### src/rtl/vcs_pkg.sv
package vcs_pkg;
  typedef struct packed {
    logic loadRes;
    logic shiftAcc;
    logic zeroAcc;
    logic dirRight;
  } vcs_strobe_t;
endpackage

### src/rtl/vcs_pair_max.sv
module vcs_pair_max #(
  parameter int HALF_W = 16
) (
  input  logic [HALF_W-1:0] hiIn,
  input  logic [HALF_W-1:0] loIn,
  output logic [HALF_W-1:0] maxVal,
  output logic              hiWins
);
  // Tie goes to the upper element.
  always_comb begin
    hiWins = $signed(hiIn) >= $signed(loIn);
    maxVal = hiWins ? hiIn : loIn;
  end
endmodule

### src/rtl/vcs_ctrl.sv
module vcs_ctrl
  import vcs_pkg::*;
(
  input  logic        enable,
  input  logic        clearAcc,
  input  logic        shiftRight,
  output vcs_strobe_t strobe
);
  always_comb begin
    strobe.loadRes  = enable;
    strobe.zeroAcc  = clearAcc;
    strobe.shiftAcc = enable & ~clearAcc;
    strobe.dirRight = shiftRight;
  end
endmodule

### src/rtl/vcs_datapath.sv
module vcs_datapath
  import vcs_pkg::*;
#(
  parameter int HALF_W  = 16,
  parameter int GUARD_W = 8
) (
  input  logic                          clk,
  input  logic                          rstN,
  input  logic [2*HALF_W-1:0]           srcA,
  input  logic [2*HALF_W-1:0]           srcB,
  input  vcs_strobe_t                   strobe,
  output logic [2*HALF_W-1:0]           maxOut,
  output logic [2*HALF_W+GUARD_W-1:0]   histAcc
);
  localparam int LANE_W = 2 * HALF_W;
  localparam int ACC_W  = LANE_W + GUARD_W;

  logic [1:0][LANE_W-1:0] srcPair;
  logic [1:0][HALF_W-1:0] laneMax;
  logic [1:0]             decBits;
  logic [LANE_W-1:0]      resReg;
  logic [ACC_W-1:0]       accReg;
  logic [ACC_W-1:0]       accNext;

  assign srcPair[0] = srcA;
  assign srcPair[1] = srcB;

  for (genvar g = 0; g < 2; g++) begin : g_lane
    vcs_pair_max #(.HALF_W(HALF_W)) i_pair (
      .hiIn  (srcPair[g][LANE_W-1:HALF_W]),
      .loIn  (srcPair[g][HALF_W-1:0]),
      .maxVal(laneMax[g]),
      .hiWins(decBits[g])
    );
  end

  always_comb begin
    if (strobe.dirRight)
      accNext = {{GUARD_W{1'b0}}, decBits, accReg[LANE_W-1:2]};
    else
      accNext = {{GUARD_W{1'b0}}, accReg[LANE_W-3:0], decBits};
  end

  always_ff @(posedge clk or negedge rstN) begin
    if (!rstN) begin
      resReg <= '0;
      accReg <= '0;
    end else begin
      if (strobe.loadRes) resReg <= {laneMax[1], laneMax[0]};
      if (strobe.zeroAcc) accReg <= '0;
      else if (strobe.shiftAcc) accReg <= accNext;
    end
  end

  assign maxOut  = resReg;
  assign histAcc = accReg;

  a_r1_hi_max: assert property (@(posedge clk) disable iff (!rstN)
    strobe.loadRes |=> ($signed(maxOut[LANE_W-1:HALF_W]) >= $signed($past(srcB[LANE_W-1:HALF_W])))
                    && ($signed(maxOut[LANE_W-1:HALF_W]) >= $signed($past(srcB[HALF_W-1:0]))));
  a_r2_lo_max: assert property (@(posedge clk) disable iff (!rstN)
    strobe.loadRes |=> ($signed(maxOut[HALF_W-1:0]) >= $signed($past(srcA[LANE_W-1:HALF_W])))
                    && ($signed(maxOut[HALF_W-1:0]) >= $signed($past(srcA[HALF_W-1:0]))));
  a_r4_left_shift: assert property (@(posedge clk) disable iff (!rstN)
    (strobe.shiftAcc && !strobe.dirRight) |=> histAcc[LANE_W-1:2] == $past(histAcc[LANE_W-3:0]));
  a_r5_right_shift: assert property (@(posedge clk) disable iff (!rstN)
    (strobe.shiftAcc && strobe.dirRight) |=> histAcc[LANE_W-3:0] == $past(histAcc[LANE_W-1:2]));
  a_r6_guard_clear: assert property (@(posedge clk) disable iff (!rstN)
    strobe.shiftAcc |=> histAcc[ACC_W-1:LANE_W] == '0);
  a_r7_hold: assert property (@(posedge clk) disable iff (!rstN)
    (!strobe.loadRes && !strobe.zeroAcc) |=> ($stable(histAcc) && $stable(maxOut)));
  a_r8_clear: assert property (@(posedge clk) disable iff (!rstN)
    strobe.zeroAcc |=> histAcc == '0);
endmodule

### src/rtl/vit_cmp_sel.sv
module vit_cmp_sel
  import vcs_pkg::*;
#(
  parameter int HALF_W  = 16,
  parameter int GUARD_W = 8
) (
  input  logic                        clk,
  input  logic                        rstN,
  input  logic [2*HALF_W-1:0]         srcA,
  input  logic [2*HALF_W-1:0]         srcB,
  input  logic                        shiftRight,
  input  logic                        enable,
  input  logic                        clearAcc,
  output logic [2*HALF_W-1:0]         maxOut,
  output logic [2*HALF_W+GUARD_W-1:0] histAcc
);
  vcs_strobe_t strobe;

  vcs_ctrl i_ctrl (
    .enable    (enable),
    .clearAcc  (clearAcc),
    .shiftRight(shiftRight),
    .strobe    (strobe)
  );

  vcs_datapath #(.HALF_W(HALF_W), .GUARD_W(GUARD_W)) i_dp (
    .clk    (clk),
    .rstN   (rstN),
    .srcA   (srcA),
    .srcB   (srcB),
    .strobe (strobe),
    .maxOut (maxOut),
    .histAcc(histAcc)
  );
endmodule

### config.mk
export PLATFORM = sky130hd
export DESIGN_NAME = vit_cmp_sel
export DESIGN_NICKNAME = d
export VERILOG_FILES = /design/src/rtl/vcs_pkg.sv /design/src/rtl/vcs_pair_max.sv /design/src/rtl/vcs_ctrl.sv /design/src/rtl/vcs_datapath.sv /design/src/rtl/vit_cmp_sel.sv
export SDC_FILE = /design/constraint.sdc
export NUM_CORES = 1
export LEC_CHECK = 0
export ABC_AREA = 1
export BUFFER_PORTS_ARGS = -buffer_cell sky130_fd_sc_hd__buf_2
export CELL_PAD_IN_SITES_DETAIL_PLACEMENT = 1
export CELL_PAD_IN_SITES_GLOBAL_PLACEMENT = 1
export CORE_MARGIN = 2
export CORE_UTILIZATION = 39
export CTS_CLUSTER_SIZE = 40
export DETAILED_ROUTE_END_ITERATION = 10
export PLACE_DENSITY_LB_ADDON = 0.25
export SKIP_LAST_GASP = 1
export SLEW_MARGIN = 20
export SYNTH_ARGS = -nofsm -noshare
export SYNTH_HDL_FRONTEND = slang
export SYNTH_HIERARCHICAL = 1
export SYNTH_SLANG_ARGS = --single-unit
### constraint.sdc
create_clock -name clk -period 1.2 [get_ports clk]
set_input_delay 0.24 -clock clk [delete_from_list [all_inputs] [get_ports clk]]
set_output_delay 0.24 -clock clk [all_outputs]
set_load 0.01 [all_outputs]
==> metrics.yaml, run 1 <==
power_and_ir_drop:
  pwr-share-seq_pct: 30.1
  p_leak_nw: 3.98
  switching_share_pct: 34.5
  p_per_area_mw_per_mm2: 1140
  clockPowerShare_pct: 35.1
  pwr-share-comb_pct: 34.7
  vdd_ir_drop_max_mv: 0.620
  p_switching_mw: 2.83
  p_int_mw: 5.37
run:
  cap_violations: 0
routing:
  wirelength_um: 20700
  met1Wirelength_um: 7940
  first_pass_iters: 4
  drt_iter0_drc: 309
  drc: 0
  wl_met2_um: 10700
  vias: 5268
  avgViaCountPerCell: 5.36
  dr_wl_met3_um: 877
  top_layer_used: "met4"
  wl_per_cell_um: 21.0
  ant_nets: 0
grt:
  grt-ovfl-total: 0
  grt_max_degree: 65
  grt_first_pass_wirelength_um: 27000
  grt_util_all_layers_pct: 27.0
  grt_pass1_vias: 5425
  antenna_found_initial: 2
floorplanning:
  die_y_um: 111
  initial_core_util_pct: 39.6
  fp.dieW_um: 111
  dieArea_sq_mm: 0.0123
  fp-row-count: 39
  pin_count: 141
  core_sq_mm: 0.0113
yosys:
  ys_ff_latch: 64
  syn_area_per_cell_sq_um: 6.95
  synth_warnings: 6
  synth-seq-area-share_pct: 35.9
  synthDistinctLibCells: 26
  netlist_area_sq_mm: 0.00446
  syn_inst: 642
clock_tree:
  cts_tree: "built"
  ctsHtreeMaxLevel: 3
  cts_root_buf: "clkbuf_16"
  clockBufferDepth: 2
  path_clk_slew_ns: 0.06
  clock_sinks: 64
  cts_buffers: 9
  clk_latency_ns: 0.33
critical_path:
  cp_cell_sequence: "buf_6 > ha_4 > nand2_2 > nand2_2 > nand3_2 > nand2_2 > a21oi_2 > buf_4 > nand3_4 > buf_4 > nand4_1 > nand2_2 > nand2_1 > o21ai_1"
  arrival_ns: 2.07
  worst-path-buf-inv: 3
  r2r_slack_ns: 0.33
  crit_start: "srcA[25]"
  end_kind: "flop"
  ff2ff_path_depth: 4
  crit_slowest_cell: "ha_4"
  r2r-start: "i_dp/histAcc[4]"
  regToRegEndpoint: "i_dp/histAcc[2]"
  worst_path_dominant_cell_family: "simple AND/OR/NAND/NOR gates"
  crit_top_cell: "nand2_2"
  startpoint_type: "primary input"
  cpPeakStageDelay_ns: 0.23
  required_ns: 1.40
  cp_max_fo: 4
  path_class: "primary input to flop"
placement:
  io_buffers: 132
  place_area_sq_mm: 0.00599
  globalplace.congestion: 0.860
  dpl.hpwl_um: 11200
hold_path:
  hold_class: "primary input to flop"
  min_delay_path_depth: 5
  hold_path.startpoint: "srcB[21]"
  worstHoldEndpoint: "i_dp/maxOut[21]"
sta:
  max_freq_mhz: 532
  final_max_slew_viol_count: 0
  finalCritPeriodShare_pct: 157
  fin_hold_ws_ns: 0.285
  fin_ws_ns: -0.678
  final-setup-viol-count: 36
  rsz0062_at_grt: "true"
  hold_violations: 0
  period_minus_slack_ns: 1.88
  skew_ns: 0.00555
cells_and_area:
  synthToLayoutAreaGrowth_pct: 61.4
  drive_gt1_share_pct: 47.5
  design_area_sq_mm: 0.00720
  fin_nets: 935
outcome:
  violations: "negative setup slack"
  run_status: "finished with violations"
-- cell usage after synthesis, drive strengths merged --
cell / instances / area (sq um)
a21o: 2 / 15.0
a21oi: 12 / 60.1
buf: 35 / 289
clkbuf: 4 / 17.5
conb: 1 / 3.75
dfrtp: 64 / 1600
ha: 32 / 400
inv: 77 / 292
nand2: 324 / 1220
nand3: 8 / 85.1
nand4: 34 / 213
nor2: 13 / 75.1
nor3: 2 / 20.0
o21ai: 34 / 170
-- layout by cell type (no fill, tap or decap), types with 5 or more instances in the layout --
cell type    n
nand2_1    244
buf_2      104
dfrtp_1     64
buf_4       60
nand2_2     56
inv_1       48
nand4_1     34
buf_6       31
o21ai_1     30
ha_4        28
nand2_4     24
inv_2       20
buf_12      11
clkbuf_16    9
conb_1       8
inv_4        7
a21oi_2      7
nand3_4      6
nor2_1       5
buf_8        5
-- registers in the layout (all words and copies together), names as in the netlist --
name          flops
i_dp/histAcc     32
i_dp/maxOut      32
-- kinds of logic after synthesis --
logic type                 count (synthesis)  share of synthesized area, %
and+or+nand+nor                          381                          36.2
buffers and inverters                    116                          13.4
DFF                                       64                          35.9
other                                      1                        0.0840
adders and majority gates                 32                          8.97
AOI/OAI and AO/OA                         48                          5.49
-- layer usage --
metal  global-route usage [%]  vias to the layer above
met5                        0                        -
met4                     11.0                        0
met3                     3.44                       77
met2                     49.6                      204
met1                     31.8                     2610
li1                         -                     2377
-- metrics by stage --
step,util [%],instances,TNS [ns],worst slack [ns],total power [mW]
floorplan,-,649,-15.83,-0.490,3.60
global placement,53.2,958,-23.59,-0.695,4.41
detailed placement,53.2,958,-27.03,-0.781,4.52
CTS,59.6,979,-12.96,-0.397,7.61
global route,63.9,983,-20.87,-0.762,8.52
finish,63.9,983,-17.36,-0.678,8.20
-- area by class of cell --
class | count | area, sq um
fill | 1362 | 4070
multi-input combinational | 469 | 3120
timing repair buffer | 213 | 1650
sequential | 64 | 1600
inverter | 77 | 332
clock buffer | 9 | 225
tap | 143 | 179
clock inverter | 6 | 85.1
antenna | 2 | 5.00
-- worst max path at each step --
stage	to	slack (ns)	cells after the start
after global routing	i_dp/maxOut[4]	-0.76	18
after global placement	i_dp/maxOut[1]	-0.70	16
after floorplan	i_dp/maxOut[22]	-0.49	15
after detailed placement	i_dp/maxOut[15]	-0.78	16
final	i_dp/maxOut[4]	-0.68	14
after CTS	i_dp/maxOut[29]	-0.40	14
-- power by group through the flow --
| stage | Clock (mW) | Combinational (mW) | Sequential [mW] |
|---|---|---|---|
| after floorplan | 0 | 1.04 | 2.56 |
| after global placement | 0 | 1.94 | 2.47 |
| after detailed placement | 0 | 2.04 | 2.48 |
| after CTS | 2.85 | 2.31 | 2.45 |
| after global routing | 2.99 | 3.04 | 2.49 |
| final | 2.88 | 2.85 | 2.47 |
-- what timing repair did --
item,4_1_cts,5_1_grt
endpoints found under the hold margin,9,0
hold buffers,1,0
cloned,1,0
setup buffers,5,4
pin swaps,55,58
resized for setup,90,123
setup endpoints to repair,36,36
-- worst reg2reg max path: cells and delay by family, from the launching register on --
kind          cells  cell delay (ns)
flops             1             0.44
simple gates      4             0.32
Note: power is estimated with default switching activity, not from simulation.
==> run 2: changes to the inputs <==
--- a/config.mk
+++ b/config.mk
@@ -6,16 +6,15 @@
 export NUM_CORES = 1
 export LEC_CHECK = 0
 export ABC_AREA = 1
-export BUFFER_PORTS_ARGS = -buffer_cell sky130_fd_sc_hd__buf_2
 export CELL_PAD_IN_SITES_DETAIL_PLACEMENT = 1
 export CELL_PAD_IN_SITES_GLOBAL_PLACEMENT = 1
 export CORE_MARGIN = 2
-export CORE_UTILIZATION = 39
+export CORE_UTILIZATION = 40
 export CTS_CLUSTER_SIZE = 40
 export DETAILED_ROUTE_END_ITERATION = 10
+export DONT_BUFFER_PORTS = 1
 export PLACE_DENSITY_LB_ADDON = 0.25
 export SKIP_LAST_GASP = 1
-export SLEW_MARGIN = 20
 export SYNTH_ARGS = -nofsm -noshare
 export SYNTH_HDL_FRONTEND = slang
 export SYNTH_HIERARCHICAL = 1
==> run 2 against run 1 <==
Net effect:
- the run ends with negative hold slack, negative setup slack left
- non-clock buffer count down 180
- cell count down 19%
- die area down 2.4%
- worst hold slack worse by 0.73 ns
- sequential share of layout area up 5.0 points
- register-to-register slack worse by 0.02 ns
- global-route usage down 3.2 points
- fmax up 21%
- critical endpoint is now i_dp/maxOut[31]
- first-iteration DRC count down 29%
- highest routed layer unchanged
- largest cell class unchanged
- clock skew about the same
==> metrics.yaml, run 2 (same netlist as run 1, synthesis figures left out) <==
outcome:
  run_status: "finished with violations"
  violations: "negative hold slack, negative setup slack"
routing:
  drt_iter0_drc: 218  # -29%
  ant_nets: 0  # unchanged
  drc: 0  # unchanged
  wl_per_cell_um: 18.7  # -11%
  avgViaCountPerCell: 5.34  # -0.40%
  vias: 4265  # -19%
  wirelength_um: 14900  # -28%
  first_pass_iters: 4  # unchanged
sta:
  skew_ns: 0.00530  # -0.000242 ns
  final-setup-viol-count: 36  # unchanged
  fin_ws_ns: -0.353  # +0.325 ns
  final_max_slew_viol_count: 0  # unchanged
  tightest_slew_ns: 0.752
  period_minus_slack_ns: 1.55  # -0.325 ns
  finalCritPeriodShare_pct: 129  # -27 points
  rsz0062_at_grt: "true"
  max_freq_mhz: 644  # +21%
  fin_hold_ws_ns: -0.444  # -0.729 ns
  relSlewSlack_pct: 49.7
  hold_violations: 81  # +81
critical_path:
  crit_slowest_cell: "ha_4"
  required_ns: 1.45  # +0.05 ns
  worst_path_dominant_cell_family: "simple AND/OR/NAND/NOR gates"
  worst-path-buf-inv: 3  # unchanged
  startpoint_type: "primary input"
  cp_cell_sequence: "inv_12 > ha_4 > nand4_1 > nor3_4 > nand2_2 > nand3_4 > nand3_4 > buf_12 > buf_12 > nand2_2 > nand2_1 > nand2_1 > o21ai_1"
  cp_max_fo: 7  # +3
  arrival_ns: 1.81  # -0.26 ns
  end_kind: "flop"
  path_class: "primary input to flop"
  cpPeakStageDelay_ns: 0.26  # +0.03 ns
cells_and_area:
  final_common_cell: "nand2_1"
  fin_nets: 755  # -19%
  drive_gt1_share_pct: 33.5  # -14 points
  n_fill_cell: 1301  # -4.5%
  final_cell_mix: "nand2_1 (238), dfrtp_1 (64), nand2_2 (63), inv_1 (49), nand4_1 (34)"
  design_area_sq_mm: 0.00588  # -18%
  final_util_pct: 54.2  # -9.7 points
  synthToLayoutAreaGrowth_pct: 31.7
  n_antenna_cell: 0  # -2
power_and_ir_drop:
  p_leak_nw: 3.06  # -23%
  power_mw: 6.79  # -17%
  vdd_ir_drop_max_mv: 0.504  # -19%
  p_per_area_mw_per_mm2: 1150  # +1.3%
clock_tree:
  ctsHtreeMaxLevel: 3  # unchanged
  cts_root_buf: "clkbuf_8"
  clk_latency_ns: 0.37  # +0.04 ns
  path_clk_slew_ns: 0.08  # +0.02 ns
  cts_tree: "built"
  clock_sinks: 64  # unchanged
  cts_buffers: 9  # unchanged
  clockBufferDepth: 2  # unchanged
grt:
  grt-ovfl-total: 0  # unchanged
  grt_first_pass_wirelength_um: 22200  # -18%
  grt_util_all_layers_pct: 23.9  # -3.2 points
  antenna_found_initial: 0  # -2
  grt_max_degree: 66  # +1.5%
  grt_pass1_vias: 4593  # -15%
placement:
  globalplace.congestion: 0.816  # -5.0%
  dpl.hpwl_um: 9450  # -16%
  place_area_sq_mm: 0.00488  # -19%
  io_buffers: 0  # -100%
floorplanning:
  dieArea_sq_mm: 0.0120  # -2.4%
  fp.dieW_um: 110  # -1.2%
  core_sq_mm: 0.0108  # -3.8%
  fp-row-count: 38  # -2.6%
  die_y_um: 110  # -1.2%
  initial_core_util_pct: 41.2  # +1.6 points
  pin_count: 141  # unchanged
run:
  cap_violations: 0  # unchanged
hold_path:
  hold_class: "primary input to asynchronous set/reset pin"
==> run 2: cell types whose count changed in the layout (fill, tap and decap cells not counted), moves of 2 or more <==
cell       delta
buf_12        -3
buf_2       -104
buf_4        -43
buf_6        -26
buf_8         -3
clkbuf_16     -8
clkbuf_8      +9
diode_2       -2
inv_2         -7
inv_4         +2
inv_8         +3
nand2_1       -6
nand2_2       +7
==> run 2: worst register-to-register path: cells and delay by family, from the launching register on <==
| kind | cells | cell delay [ns] |
|---|---|---|
| flip-flops | 1 | 0.47 |
| AND/OR/NAND/NOR | 4 | 0.32 |
==> run 2: final timing paths <==
| path | from | to | slack (ns) | depth (start not counted) |
|---|---|---|---|---|
| max | srcB[9] | i_dp/maxOut[31] | -0.35 | 13 |
| min | rstN | i_dp/histAcc[13] | -0.44 | 0 |
| max reg2reg | i_dp/histAcc[10] | i_dp/histAcc[12] | 0.31 | 4 |
| min reg2reg | i_dp/maxOut[15] | i_dp/maxOut[15] | 0.57 | 2 |
| max in group asynchronous | rstN | i_dp/histAcc[25] | 1.52 | 0 |
| min in group clk | enable | i_dp/maxOut[12] | -0.04 | 1 |
==> run 2: stage by stage <==
step	setup WS, ns	hold slack, ns	std cells	TNS [ns]
5_1_grt	-0.439	-0.459	799	-12.45
4_1_cts	-0.317	-0.458	801	-9.22
3_5_place_dp	-0.788	-0.0542	772	-25.48
2_1_floorplan	-0.490	-0.0556	649	-15.83
6_report	-0.353	-0.444	799	-9.66
3_3_place_gp	-0.621	-0.0538	772	-20.07
==> run 2: area by class of cell <==
| cell class | instances | area (sq um) | area share [%] |
|---|---|---|---|
| flip-flops and latches | 64 | 1600 | 27.2 |
| multi-input cells | 469 | 3100 | 52.8 |
| repair buffers | 33 | 399 | 6.79 |
| well taps | 140 | 175 | 2.98 |
| clock inverters | 6 | 108 | 1.83 |
| clock buffers | 10 | 128 | 2.17 |
| inverters | 77 | 364 | 6.19 |
==> run 2: power by group <==
part	switching, mW	internal [mW]	total [mW]
registers	0.249	2.34	2.59
logic	1.00	0.879	1.88
clock network	0.945	1.37	2.32
total	2.19	4.59	6.79
==> run 2: per-layer routing <==
metal | GRT usage, % | up-vias | share of wire, %
met5 | 0 | - | 0
met4 | 10.2 | 0 | 2.9
met3 | 7.35 | 33 | 7.2
met2 | 41.0 | 127 | 51
met1 | 27.5 | 2102 | 39
li1 | - | 2003 | -
==> run 2: what timing repair did <==
action,in CTS,in global routing
resized for setup,49,122
cloned,2,1
endpoints found under the hold margin,96,96
endpoints found under the setup margin,36,36
buffers inserted,11,1
pin swaps,58,82
==> run 3: changes to the inputs <==
--- a/config.mk
+++ b/config.mk
@@ -13,6 +13,7 @@
 export CTS_CLUSTER_SIZE = 40
 export DETAILED_ROUTE_END_ITERATION = 10
 export DONT_BUFFER_PORTS = 1
+export GPL_TIMING_DRIVEN = 0
 export PLACE_DENSITY_LB_ADDON = 0.25
 export SKIP_LAST_GASP = 1
 export SYNTH_ARGS = -nofsm -noshare
==> run 3 against run 2 <==
Net effect:
- sequential cell count unchanged
- utilization increased by 0.73 points
- worst setup slack got worse by 0.049 ns
- clock power decreased by 26%
- the flow still finishes with violations (negative hold slack, negative setup slack)
- fmax decreased by 3.1%
- register-to-register slack improved by 0.06 ns
- first-iteration DRC count decreased by 6.0%
- critical path depth decreased by 1
- cell count increased by 5.0%
==> metrics.yaml, run 3 (same netlist as run 1, synthesis figures left out) <==
power_and_ir_drop:
  vdd_ir_drop_max_mv: 0.627  # +24%
  p_switching_mw: 2.25  # +2.5%
  p_int_mw: 4.06  # -11%
  clockPowerShare_pct: 27.2  # -7.0 points
  p_per_area_mw_per_mm2: 1060  # -8.2%
  pwr-share-seq_pct: 41.0  # +2.9 points
  switching_share_pct: 35.6  # +3.3 points
  p_leak_nw: 3.17  # +3.7%
  pwr-share-comb_pct: 31.8  # +4.1 points
critical_path:
  cp_cell_sequence: "inv_12 > ha_4 > nand4_1 > nor3_4 > nand2_4 > nand3_4 > nand3_4 > buf_16 > nand2_2 > nand2_1 > nand2_1 > o21ai_1"
  cp_max_fo: 6  # -1
  crit_slowest_cell: "ha_4"
  ff2ff_path_depth: 4  # unchanged
  r2r-start: "i_dp/histAcc[29]"
  path_class: "primary input to flop"
  arrival_ns: 1.82  # about the same
  cpPeakStageDelay_ns: 0.26  # about the same
  crit_start: "srcA[9]"
  startpoint_type: "primary input"
  end_kind: "flop"
  required_ns: 1.42  # -0.03 ns
routing:
  drc: 0  # unchanged
  wl_per_cell_um: 18.4  # -1.5%
  ant_nets: 0  # unchanged
  vias: 4379  # +2.7%
  drt_iter0_drc: 205  # -6.0%
  wirelength_um: 15400  # +3.4%
  avgViaCountPerCell: 5.22  # -2.2%
  first_pass_iters: 4  # unchanged
cells_and_area:
  finalNonFillerCells: 839  # +5.0%
  final_cell_mix: "nand2_1 (251), dfrtp_1 (64), nand2_2 (60), inv_1 (53), nand4_1 (34)"
  drive_gt1_share_pct: 33.9  # +0.37 points
  fin_nets: 795  # +5.3%
  synthToLayoutAreaGrowth_pct: 33.5
  n_antenna_cell: 0  # unchanged
  final_common_cell: "nand2_1"
  final_util_pct: 55.0  # +0.73 points
floorplanning:
  die_y_um: 110  # unchanged
  fp-row-count: 38  # unchanged
  dieArea_sq_mm: 0.0120  # unchanged
  core_sq_mm: 0.0108  # unchanged
  initial_core_util_pct: 41.2  # unchanged
  fp.dieW_um: 110  # unchanged
  pin_count: 141  # unchanged
clock_tree:
  cts_buffers: 9  # unchanged
  path_clk_slew_ns: 0.08  # about the same
  ctsHtreeMaxLevel: 3  # unchanged
  clk_latency_ns: 0.35  # -0.02 ns
  clock_sinks: 64  # unchanged
  cts_tree: "built"
  clockBufferDepth: 2  # unchanged
  cts_root_buf: "clkbuf_8"
placement:
  dp_cells: 789  # +2.2%
  io_buffers: 0  # unchanged
  globalplace.congestion: 0.809  # -0.89%
  dpl.hpwl_um: 9810  # +3.8%
sta:
  period_minus_slack_ns: 1.60  # +0.0491 ns
  fin_hold_ws_ns: -0.425  # +0.0188 ns
  rsz0062_at_grt: "true"
  final_max_slew_viol_count: 0  # unchanged
  max_freq_mhz: 624  # -3.1%
  skew_ns: 0.0119  # +0.00658 ns
  finalCritPeriodShare_pct: 133  # +4.1 points
  fin_ws_ns: -0.402  # -0.0491 ns
  final-setup-viol-count: 36  # unchanged
  hold_violations: 64  # -21%
outcome:
  violations: "negative hold slack, negative setup slack"
  run_status: "finished with violations"
grt:
  grt-ovfl-total: 0  # unchanged
  use_met1_pct: 28.4  # +0.93 points
  grt_util_all_layers_pct: 24.8  # +0.90 points
  antenna_found_initial: 0  # unchanged
  met3_usage_pct: 7.35  # unchanged
  grt_first_pass_wirelength_um: 23000  # +3.4%
  met2_usage_pct: 44.0  # +3.0 points
  top_usage_layer: "met2"
  grt_max_degree: 65  # -1.5%
  grt_pass1_vias: 4632  # +0.85%
hold_path:
  hold_class: "primary input to asynchronous set/reset pin"
run:
  cap_violations: 0  # unchanged
-- run 3: metrics by stage --
| step | hold slack (ns) | setup TNS [ns] | cell area [sq um] | power [mW] | setup slack, ns |
|---|---|---|---|---|---|
| 3_3_place_gp | -0.0539 | -23.42 | 4970 | 3.87 | -0.749 |
| 5_1_grt | -0.456 | -14.34 | 5960 | 6.67 | -0.438 |
| 2_1_floorplan | -0.0556 | -15.83 | 4800 | 3.60 | -0.490 |
| 4_1_cts | -0.446 | -8.29 | 5580 | 5.97 | -0.289 |
| 3_5_place_dp | -0.0542 | -26.26 | 4970 | 3.94 | -0.801 |
| 6_report | -0.425 | -11.72 | 5960 | 6.31 | -0.402 |
-- run 3: final timing paths --
| path | endpoint | slack, ns |
|---|---|---|
| min in group clk | i_dp/maxOut[27] | 0.10 |
| max in group asynchronous | i_dp/maxOut[30] | 1.49 |
| setup / recovery | i_dp/maxOut[14] | -0.40 |
| hold reg to reg | i_dp/maxOut[21] | 0.57 |
| hold / removal | i_dp/histAcc[13] | -0.43 |
| setup reg to reg | i_dp/histAcc[31] | 0.37 |
-- run 3: power by group through the flow --
stage	Clock, mW	Sequential [mW]	Combinational (mW)
3_3_place_gp	0	2.62	1.24
4_1_cts	1.76	2.59	1.62
6_report	1.72	2.59	2.01
3_5_place_dp	0	2.62	1.32
5_1_grt	1.87	2.61	2.19
2_1_floorplan	0	2.56	1.04
-- run 3: layer usage --
| metal | routed length (um) | part of all wire, % |
|---|---|---|
| met4 | 324 | 2.1 |
| met1 | 5960 | 39 |
| met3 | 1040 | 6.7 |
| met2 | 8110 | 53 |
| met5 | 0 | 0 |
-- run 3: worst max-delay path, delay by kind of cell --
| family | cells | cell delay (ns) |
|---|---|---|
| compound gates | 1 | 0.09 |
| fa+ha+maj | 1 | 0.26 |
| buf+inv | 2 | 0.21 |
| simple gates | 8 | 1.01 |
-- run 3: final cells by class --
type | count | area, sq um
multi-input cells | 469 | 2960
plain buffers | 38 | 339
repair buffers | 35 | 369
inverters | 77 | 337
well taps | 140 | 175
clock buffers | 11 | 141
clock inverters | 5 | 32.5
flip-flops and latches | 64 | 1600
fillers | 1313 | 4880
-- run 3: timing repair --
action                                 4_1_cts  5_1_grt
cloned                                       3        2
gates resized for setup                     62       80
pin swaps                                   28       51
setup endpoints to repair                   36       36
setup buffers                               22        8
endpoints found under the hold margin       64       64
